===== config.mk =====
export PLATFORM = sky130hd
export DESIGN_NAME = link_integrity_mon
export DESIGN_NICKNAME = d
export VERILOG_FILES = /design/src/rtl/lim_pkg.sv /design/src/rtl/lim_pulse_gen.sv /design/src/rtl/lim_loss_timer.sv /design/src/rtl/lim_link_fsm.sv /design/src/rtl/link_integrity_mon.sv
export SDC_FILE = /design/constraint.sdc
export NUM_CORES = 1
export LEC_CHECK = 0
export BUFFER_PORTS_ARGS = -buffer_cell sky130_fd_sc_hd__buf_2
export CORE_UTILIZATION = 50
export CTS_BUF_LIST = sky130_fd_sc_hd__clkbuf_2
export DETAILED_ROUTE_END_ITERATION = 12
export GPL_ROUTABILITY_DRIVEN = 0
export PLACE_DENSITY = 0.73
export SLEW_MARGIN = 20
export SYNTH_ARGS = -nofsm -noshare
export SYNTH_HDL_FRONTEND = slang
export SYNTH_SLANG_ARGS = --single-unit

===== constraint.sdc =====
create_clock -name clk -period 3.05 [get_ports clk]
set_input_delay 0.915 -clock clk [delete_from_list [all_inputs] [get_ports clk]]
set_output_delay 0.915 -clock clk [all_outputs]
set_load 0.02 [all_outputs]

===== src/rtl/lim_pkg.sv =====
// Package: shared types for the link integrity monitor.
// Assumes: nothing beyond IEEE 1800-2017.
package lim_pkg;

    // Link state held by the integrity state machine.
    typedef enum logic [0:0] {
        LINK_DOWN = 1'b0,
        LINK_UP   = 1'b1
    } link_state_e;

endpackage


===== src/rtl/lim_pulse_gen.sv =====
// Module: lim_pulse_gen
// Emits a one-cycle link-pulse strobe every PERIOD_MS millisecond ticks
// while the port is in 10BASE-T mode. Independent of link state.
// Assumes: ms_tick is a single-cycle strobe; PERIOD_MS >= 1.
module lim_pulse_gen #(
    parameter int PERIOD_MS = 16
) (
    input  logic clk,
    input  logic rst_n,
    input  logic mode_10bt,
    input  logic ms_tick,
    output logic pulse_out
);

    localparam int PER_EFF = (PERIOD_MS < 1) ? 1 : PERIOD_MS;
    localparam int CNT_W   = (PER_EFF < 2) ? 1 : $clog2(PER_EFF);
    localparam logic [CNT_W-1:0] LAST = CNT_W'(PER_EFF - 1);

    logic [CNT_W-1:0] tick_cnt;
    logic             pulse_q;
    logic             wrap;

    // Last tick of a period reached on this tick.
    always_comb begin
        wrap = ms_tick && (tick_cnt == LAST);
    end

    // Tick counter: cleared outside 10BASE-T mode, wraps each period.
    always_ff @(posedge clk) begin
        if (!rst_n || !mode_10bt) begin
            tick_cnt <= '0;
        end else if (ms_tick) begin
            tick_cnt <= wrap ? '0 : tick_cnt + 1'b1;
        end
    end

    // Registered strobe, one cycle after the period-closing tick.
    always_ff @(posedge clk) begin
        if (!rst_n || !mode_10bt) begin
            pulse_q <= 1'b0;
        end else begin
            pulse_q <= wrap;
        end
    end

    assign pulse_out = pulse_q;

    // no pulse appears one cycle after the mode was off.
    a_r9_silent_when_off: assert property (@(posedge clk) disable iff (!rst_n)
        !mode_10bt |=> !pulse_out);

    // every strobe follows a tick taken in 10BASE-T mode.
    a_r8_pulse_after_tick: assert property (@(posedge clk) disable iff (!rst_n)
        $rose(pulse_out) |-> ($past(ms_tick) && $past(mode_10bt)));

    generate
        if (PER_EFF > 1) begin : g_spacing
            // strobes are isolated single cycles when the period exceeds one tick.
            a_r8_single_cycle: assert property (@(posedge clk) disable iff (!rst_n)
                pulse_out |=> !pulse_out);
        end
    endgenerate

endmodule


===== src/rtl/lim_loss_timer.sv =====
// Module: lim_loss_timer
// Counts millisecond ticks since the last link pulse or receive event
// while the link is up, and flags the cycle in which the timeout expires.
// Assumes: run is the registered link state; an event in the same cycle
// as the expiring tick takes priority and restarts the count.
module lim_loss_timer #(
    parameter int LOSS_MS = 100
) (
    input  logic clk,
    input  logic rst_n,
    input  logic run,
    input  logic activity,
    input  logic ms_tick,
    output logic expire
);

    localparam int LOSS_EFF = (LOSS_MS < 1) ? 1 : LOSS_MS;
    localparam int CNT_W    = (LOSS_EFF < 2) ? 1 : $clog2(LOSS_EFF);
    localparam logic [CNT_W-1:0] LAST = CNT_W'(LOSS_EFF - 1);

    logic [CNT_W-1:0] idle_cnt;

    // Expiry: last idle tick reached with no fresh activity this cycle.
    always_comb begin
        expire = run && !activity && ms_tick && (idle_cnt == LAST);
    end

    // Idle counter: held at zero when down, cleared by activity, bumped per tick.
    always_ff @(posedge clk) begin
        if (!rst_n || !run || activity) begin
            idle_cnt <= '0;
        end else if (ms_tick) begin
            idle_cnt <= (idle_cnt == LAST) ? '0 : idle_cnt + 1'b1;
        end
    end

    // the idle count never passes the timeout.
    a_r4_count_bound: assert property (@(posedge clk) disable iff (!rst_n)
        idle_cnt <= LAST);

    // activity in a cycle leaves a zero count behind it.
    a_r5_activity_clears: assert property (@(posedge clk) disable iff (!rst_n)
        (run && activity) |=> (idle_cnt == '0));

endmodule


===== src/rtl/lim_link_fsm.sv =====
// Module: lim_link_fsm
// Holds the link-good state and produces the restart request to
// auto-negotiation on link loss.
// Assumes: link_pulse_in is already qualified; expire comes from the loss
// timer and is only raised while the link is up.
module lim_link_fsm
    import lim_pkg::*;
(
    input  logic clk,
    input  logic rst_n,
    input  logic mode_10bt,
    input  logic an_enable,
    input  logic link_pulse_in,
    input  logic expire,
    output logic link_up,
    output logic restart_req
);

    link_state_e state_q;
    link_state_e state_d;
    logic        restart_q;

    // Next state: pulses bring the link up, expiry or mode exit take it down.
    always_comb begin
        state_d = state_q;
        if (!mode_10bt) begin
            state_d = LINK_DOWN;
        end else begin
            case (state_q)
                LINK_DOWN: if (link_pulse_in) state_d = LINK_UP;
                LINK_UP:   if (expire)        state_d = LINK_DOWN;
                default:                      state_d = LINK_DOWN;
            endcase
        end
    end

    // State register.
    always_ff @(posedge clk) begin
        if (!rst_n) begin
            state_q <= LINK_DOWN;
        end else begin
            state_q <= state_d;
        end
    end

    // Restart request: one cycle, only on a timed-out loss with AN enabled.
    always_ff @(posedge clk) begin
        if (!rst_n) begin
            restart_q <= 1'b0;
        end else begin
            restart_q <= mode_10bt && expire && an_enable && (state_q == LINK_UP);
        end
    end

    assign link_up     = (state_q == LINK_UP);
    assign restart_req = restart_q;

    // a restart request marks the first cycle after the link fell.
    a_r6_restart_on_fall: assert property (@(posedge clk) disable iff (!rst_n)
        restart_req |-> (!link_up && $past(link_up)));

    // no restart request unless auto-negotiation was enabled.
    a_r6_needs_an: assert property (@(posedge clk) disable iff (!rst_n)
        restart_req |-> $past(an_enable));

    // the link only comes up after a received link pulse in 10BASE-T mode.
    a_r2_rise_on_pulse: assert property (@(posedge clk) disable iff (!rst_n)
        $rose(link_up) |-> ($past(link_pulse_in) && $past(mode_10bt)));

    // leaving 10BASE-T mode drops the link.
    a_r10_mode_off_drops: assert property (@(posedge clk) disable iff (!rst_n)
        !mode_10bt |=> !link_up);

    // mode exit never raises a restart request.
    a_r10_no_restart_off: assert property (@(posedge clk) disable iff (!rst_n)
        !mode_10bt |=> !restart_req);

endmodule


===== src/rtl/link_integrity_mon.sv =====
// Module: link_integrity_mon (top)
// 10BASE-T link integrity monitor: link-good tracking from received link
// pulses and receive activity, transmit gating with a test-bypass bit,
// restart request to auto-negotiation, and periodic link-pulse emission.
// Assumes: all inputs are synchronous to clk; ms_tick is a one-cycle strobe.
module link_integrity_mon #(
    parameter int LOSS_MS         = 100,
    parameter int PULSE_PERIOD_MS = 16
) (
    input  logic clk,
    input  logic rst_n,
    input  logic ms_tick,
    input  logic mode_10bt,
    input  logic an_enable,
    input  logic test_bypass,
    input  logic link_pulse_in,
    input  logic rx_active,
    output logic link_pulse_out,
    output logic link_good,
    output logic tx_enable,
    output logic restart_autoneg
);

    logic link_up;
    logic expire;
    logic activity;

    // Any sign of life from the far end.
    always_comb begin
        activity = link_pulse_in || rx_active;
    end

    lim_pulse_gen #(
        .PERIOD_MS (PULSE_PERIOD_MS)
    ) u_pulse_gen (
        .clk       (clk),
        .rst_n     (rst_n),
        .mode_10bt (mode_10bt),
        .ms_tick   (ms_tick),
        .pulse_out (link_pulse_out)
    );

    lim_loss_timer #(
        .LOSS_MS (LOSS_MS)
    ) u_loss_timer (
        .clk      (clk),
        .rst_n    (rst_n),
        .run      (link_up),
        .activity (activity),
        .ms_tick  (ms_tick),
        .expire   (expire)
    );

    lim_link_fsm u_link_fsm (
        .clk           (clk),
        .rst_n         (rst_n),
        .mode_10bt     (mode_10bt),
        .an_enable     (an_enable),
        .link_pulse_in (link_pulse_in),
        .expire        (expire),
        .link_up       (link_up),
        .restart_req   (restart_autoneg)
    );

    // Transmit gate: link good or integrity test bypassed.
    always_comb begin
        link_good = link_up;
        tx_enable = link_up || test_bypass;
    end

    // the link only drops on a tick without activity, or on mode exit.
    a_r4_fall_cause: assert property (@(posedge clk) disable iff (!rst_n)
        $fell(link_good) |-> (!$past(mode_10bt) ||
                              ($past(ms_tick) && !$past(link_pulse_in) && !$past(rx_active))));

    // activity while up keeps the link up in the next cycle.
    a_r5_activity_holds: assert property (@(posedge clk) disable iff (!rst_n)
        (link_good && mode_10bt && (link_pulse_in || rx_active)) |=> link_good);

endmodule


* Word-level counts from Yosys, hierarchy flattened
Cells that the tools add are included.
** Storage, ports and cells
- Register bits :: 14
- Output and inout port bits :: 4
** Operators by class
- Add/sub/neg operators :: 2
- Eq/ne operators :: 2
- Bitwise logic cells :: 1
- Reductions and logical operators :: 17
- Mux-type cells :: 5
** Operator list (count)
- $add A7 B1 Y7 const B :: 1
- $eq A7 B7 Y1 const B :: 1
- $logic_and A1 B1 Y1 :: 7
- $mux W7 :: 1
- $logic_or A1 B1 Y1 :: 5
- $add A4 B1 Y4 const B :: 1
- $eq A4 B4 Y1 const B :: 1
- $logic_not A1 Y1 :: 4
- $mux W4 :: 1
- $mux W1 :: 2
- $pmux W1 S2 :: 1
- $reduce_and A2 Y1 :: 1
- $not A1 Y1 :: 1

* Longest topological paths before layout
- Word-level depth :: 8
- Gate-level depth with buffers :: 4

* Hierarchy
Synthesis repeated with hierarchy kept, for this count alone.
** Second synthesis, totals
- Cells, all modules :: 71
- Area, all modules :: 666.9 um^2
** Modules (own cells, without submodules)
- lim_loss_timer :: area each 372.9 um^2, cells each 38, times used 1
- lim_pulse_gen :: area each 207.7 um^2, cells each 23, times used 1
- lim_link_fsm :: area each 73.8 um^2, cells each 8, times used 1
- link_integrity_mon :: area each 12.5 um^2, cells each 2, times used 1

* Worst setup path before layout
No wires, ideal clock.
- Path type :: input -> output
- Start :: input port test_bypass
- End :: output port tx_enable
- Path slack :: 0.900 ns
- Arrival time :: 1.235 ns
- Buffers on the path :: 0
- Stages on the path :: 1
- Cells stage by stage :: or2_2
** On the way
- Cells in the longest elaborated chain, start to end :: 1
** Ends and longest elaborated chain
- from (decl) :: RTL line link_integrity_mon.sv:15 : input logic test_bypass,
- $logic_or A1 B1 Y1 :: RTL line link_integrity_mon.sv:68 : tx_enable = link_up || test_bypass;
- to (decl) :: RTL line link_integrity_mon.sv:20 : output logic tx_enable,
No other way between the ends.

* Worst setup path in the final report
Same ends and word-level chain as after synthesis.

==> qor.csv <==
metric;value;unit
status;complete, no violations;
Mapped Nets;82;
setup tns final;0;ns
Initial Utilization;0.565;
drt drc;0;
largest net degree at the start of global routing;11;
area of the die;0.00145;mm²
Distinct cells, synth;26;
FP Rows;12;
Worst-Margin Slew;0.461;ns
Pwr per Cell Area;392;mW/mm²
Synth area leader;dfxtp_1;
Final Hold Viols;0;
Die Height;38.1;µm
HP Class;reg -> reg;
fin crit share;0.765;
commonest cells in the netlist;14 x dfxtp_1, 10 x nand2_1, 10 x nor2_1;
initial antenna violation count;0;
ys async rst share;0;
Rel. slew slack;0.689;
clock power share;0.283;
Sw Ratio;0.233;
port buffer count;11;
Post-CTS Resized;0;
Finished Core Util;0.634;
Static Leak;0.285;nW
#FFs+latches synth;14;
vias in the first global route;433;
Psw;0.0000671;W
diode count;0;
synth warn;0;
critical path data required time;2.13;ns
DP HPWL;790;µm
unrepaired setup endpoints after global routing;false;
routed wl met3;59;µm
Syn Inst Count;72;
top cells by area, synth;dfxtp_1 43%, nand2_1 5.7%, nor2_1 5.7%;
Yosys top cell area share;0.429;
wire length on met1;558;µm
CTS Buf Count;3;
Max FO, Critical Path;1;
Setup Skew;0.00516;ns
Vias/cell;5.34;
drt first pass iters;4;
CP Launch Type;primary input;
Worst EP arrival;1.42;ns
Area Growth Syn to Fin;12.3;%
Met2 Routed Length;428;µm
Seq/Total Area, Yosys;0.429;
GR Overflow Total;0;
clock slew at the register clock pins of the worst setup and hold paths;0.12;ns
Avg WL per Cell;10.6;µm
CP Capture Type;output port;
Mapped Area;653;µm²
Clock Latency Late Sink;0.26;ns
Total GRT Usage;0.179;
hold slack;0.486;ns
hold_buf cts;0;
H-tree depth;1;
Syn Area/Cell;9.07;µm²
Vias;529;
Final ANT Viol Nets;0;
crit path kind;in -> out;
TritonCTS clock tree;built;
routed wire length;1050;µm
CORE AREA;0.00116;mm²
Max Clk Rate;0.428;GHz
Main synth FF type;dfxtp_1;
clock buffer depth;2;
Gate power share;0.070;
Highest Signal Layer;met4;
final setup vio count;0;
CTS Root Buffer Type;clkbuf_2;
Max IR drop VDD;0.000258;V
count leader, synth;dfxtp_1;
fin crit period;2.33;ns
DR iter-0 viols;7;
Flop pwr share;0.648;
Setup Buffers After CTS;0;
EDFF count, synth;0;
cell-internal power;0.000220;W
max-slew violations;0;
filler cell count;103;
Chip Width;38.1;µm
global-route wire length before repair;1770;µm
Max-cap violations;0;
share of cells above drive strength 1;0.212;
Final nets;97;
clock sink count;14;
IO Count;12;
-- per-layer routing --
metal | up-vias | global-route usage
met5 | - | 0
met4 | 0 | 0.107
met3 | 2 | 0.0349
met2 | 12 | 0.263
met1 | 232 | 0.239
li1 | 283 | -
-- final timing paths --
kind	start	end	slack, ns	cells after the start
hold reg to reg	u_pulse_gen.tick_cnt[3]	u_pulse_gen.pulse_out	0.49	2
setup reg to reg	u_loss_timer.idle_cnt[0]	u_loss_timer.idle_cnt[0]	1.67	4
hold / removal	u_pulse_gen.tick_cnt[3]	u_pulse_gen.pulse_out	0.49	2
setup / recovery	test_bypass	tx_enable	0.72	3
-- area by class of cell --
class | count | area, µm² | area share
clock buffers | 3 | 15.0 | 0.0205
inverters | 1 | 3.75 | 0.00512
multi-input cells | 56 | 362 | 0.493
flip-flops and latches | 14 | 280 | 0.382
well taps | 14 | 17.5 | 0.0239
repair buffers | 11 | 55.1 | 0.0751
-- worst max-delay path, cell delays in order --
cell and delay (ns):
buf_2 0.09, or2_2 0.25, buf_2 0.16
-- power by group through the flow --
| stage | clock network, W | logic (W) | registers (W) |
|---|---|---|---|
| after floorplan | 0 | 0.0000121 | 0.000191 |
| after global placement | 0 | 0.0000201 | 0.000190 |
| after detailed placement | 0 | 0.0000201 | 0.000190 |
| after CTS | 0.0000848 | 0.0000203 | 0.000186 |
| after global routing | 0.0000910 | 0.0000225 | 0.000187 |
| final | 0.0000813 | 0.0000200 | 0.000186 |
-- metrics by stage --
stage | instances | total power [W] | setup WS [ns] | area (µm²)
floorplan | 72 | 0.000203 | 0.900 | 653
global placement | 96 | 0.000210 | 0.718 | 718
detailed placement | 96 | 0.000211 | 0.714 | 718
global route | 99 | 0.000300 | 0.697 | 733
finish | 99 | 0.000288 | 0.716 | 733
CTS | 99 | 0.000291 | 0.714 | 733
-- sequential cells by signal (all words and copies together) (netlist names) --
signal,flops
u_link_fsm.link_up,1
u_link_fsm.restart_req,1
u_pulse_gen.pulse_out,1
u_loss_timer.idle_cnt,7
u_pulse_gen.tick_cnt,4
-- placed cells by master, fill, tap and decap left out --
cell type  instances
dfxtp_1           14
buf_2             11
nand2_1           10
nor2_1            10
a21oi_1            4
xor2_1             4
or3_1              3
mux2i_1            3
clkbuf_2           3
o21ai_0            2
nand3_1            2
o31a_1             2
nand4_1            2
ha_1               2
or2_2              1
nor3_1             1
inv_1              1
nand2b_1           1
or2_1              1
nand3_2            1
o41ai_1            1
nor3_2             1
and4bb_1           1
o221a_1            1
o41ai_2            1
xnor2_1            1
a31oi_1            1
-- kinds of logic (layout without fill, tap and decap cells) --
group,Yosys count,count (layout),synth area share
DFF,14,14,0.429
buffers and inverters,2,15,0.0172
xor gates and xnor gates,5,5,0.0670
adders and majority gates,2,2,0.0383
muxes,3,3,0.0460
and+or+nand+nor,34,34,0.264
AOI/OAI and AO/OA,12,12,0.138
(Power assumes the default switching activity.)
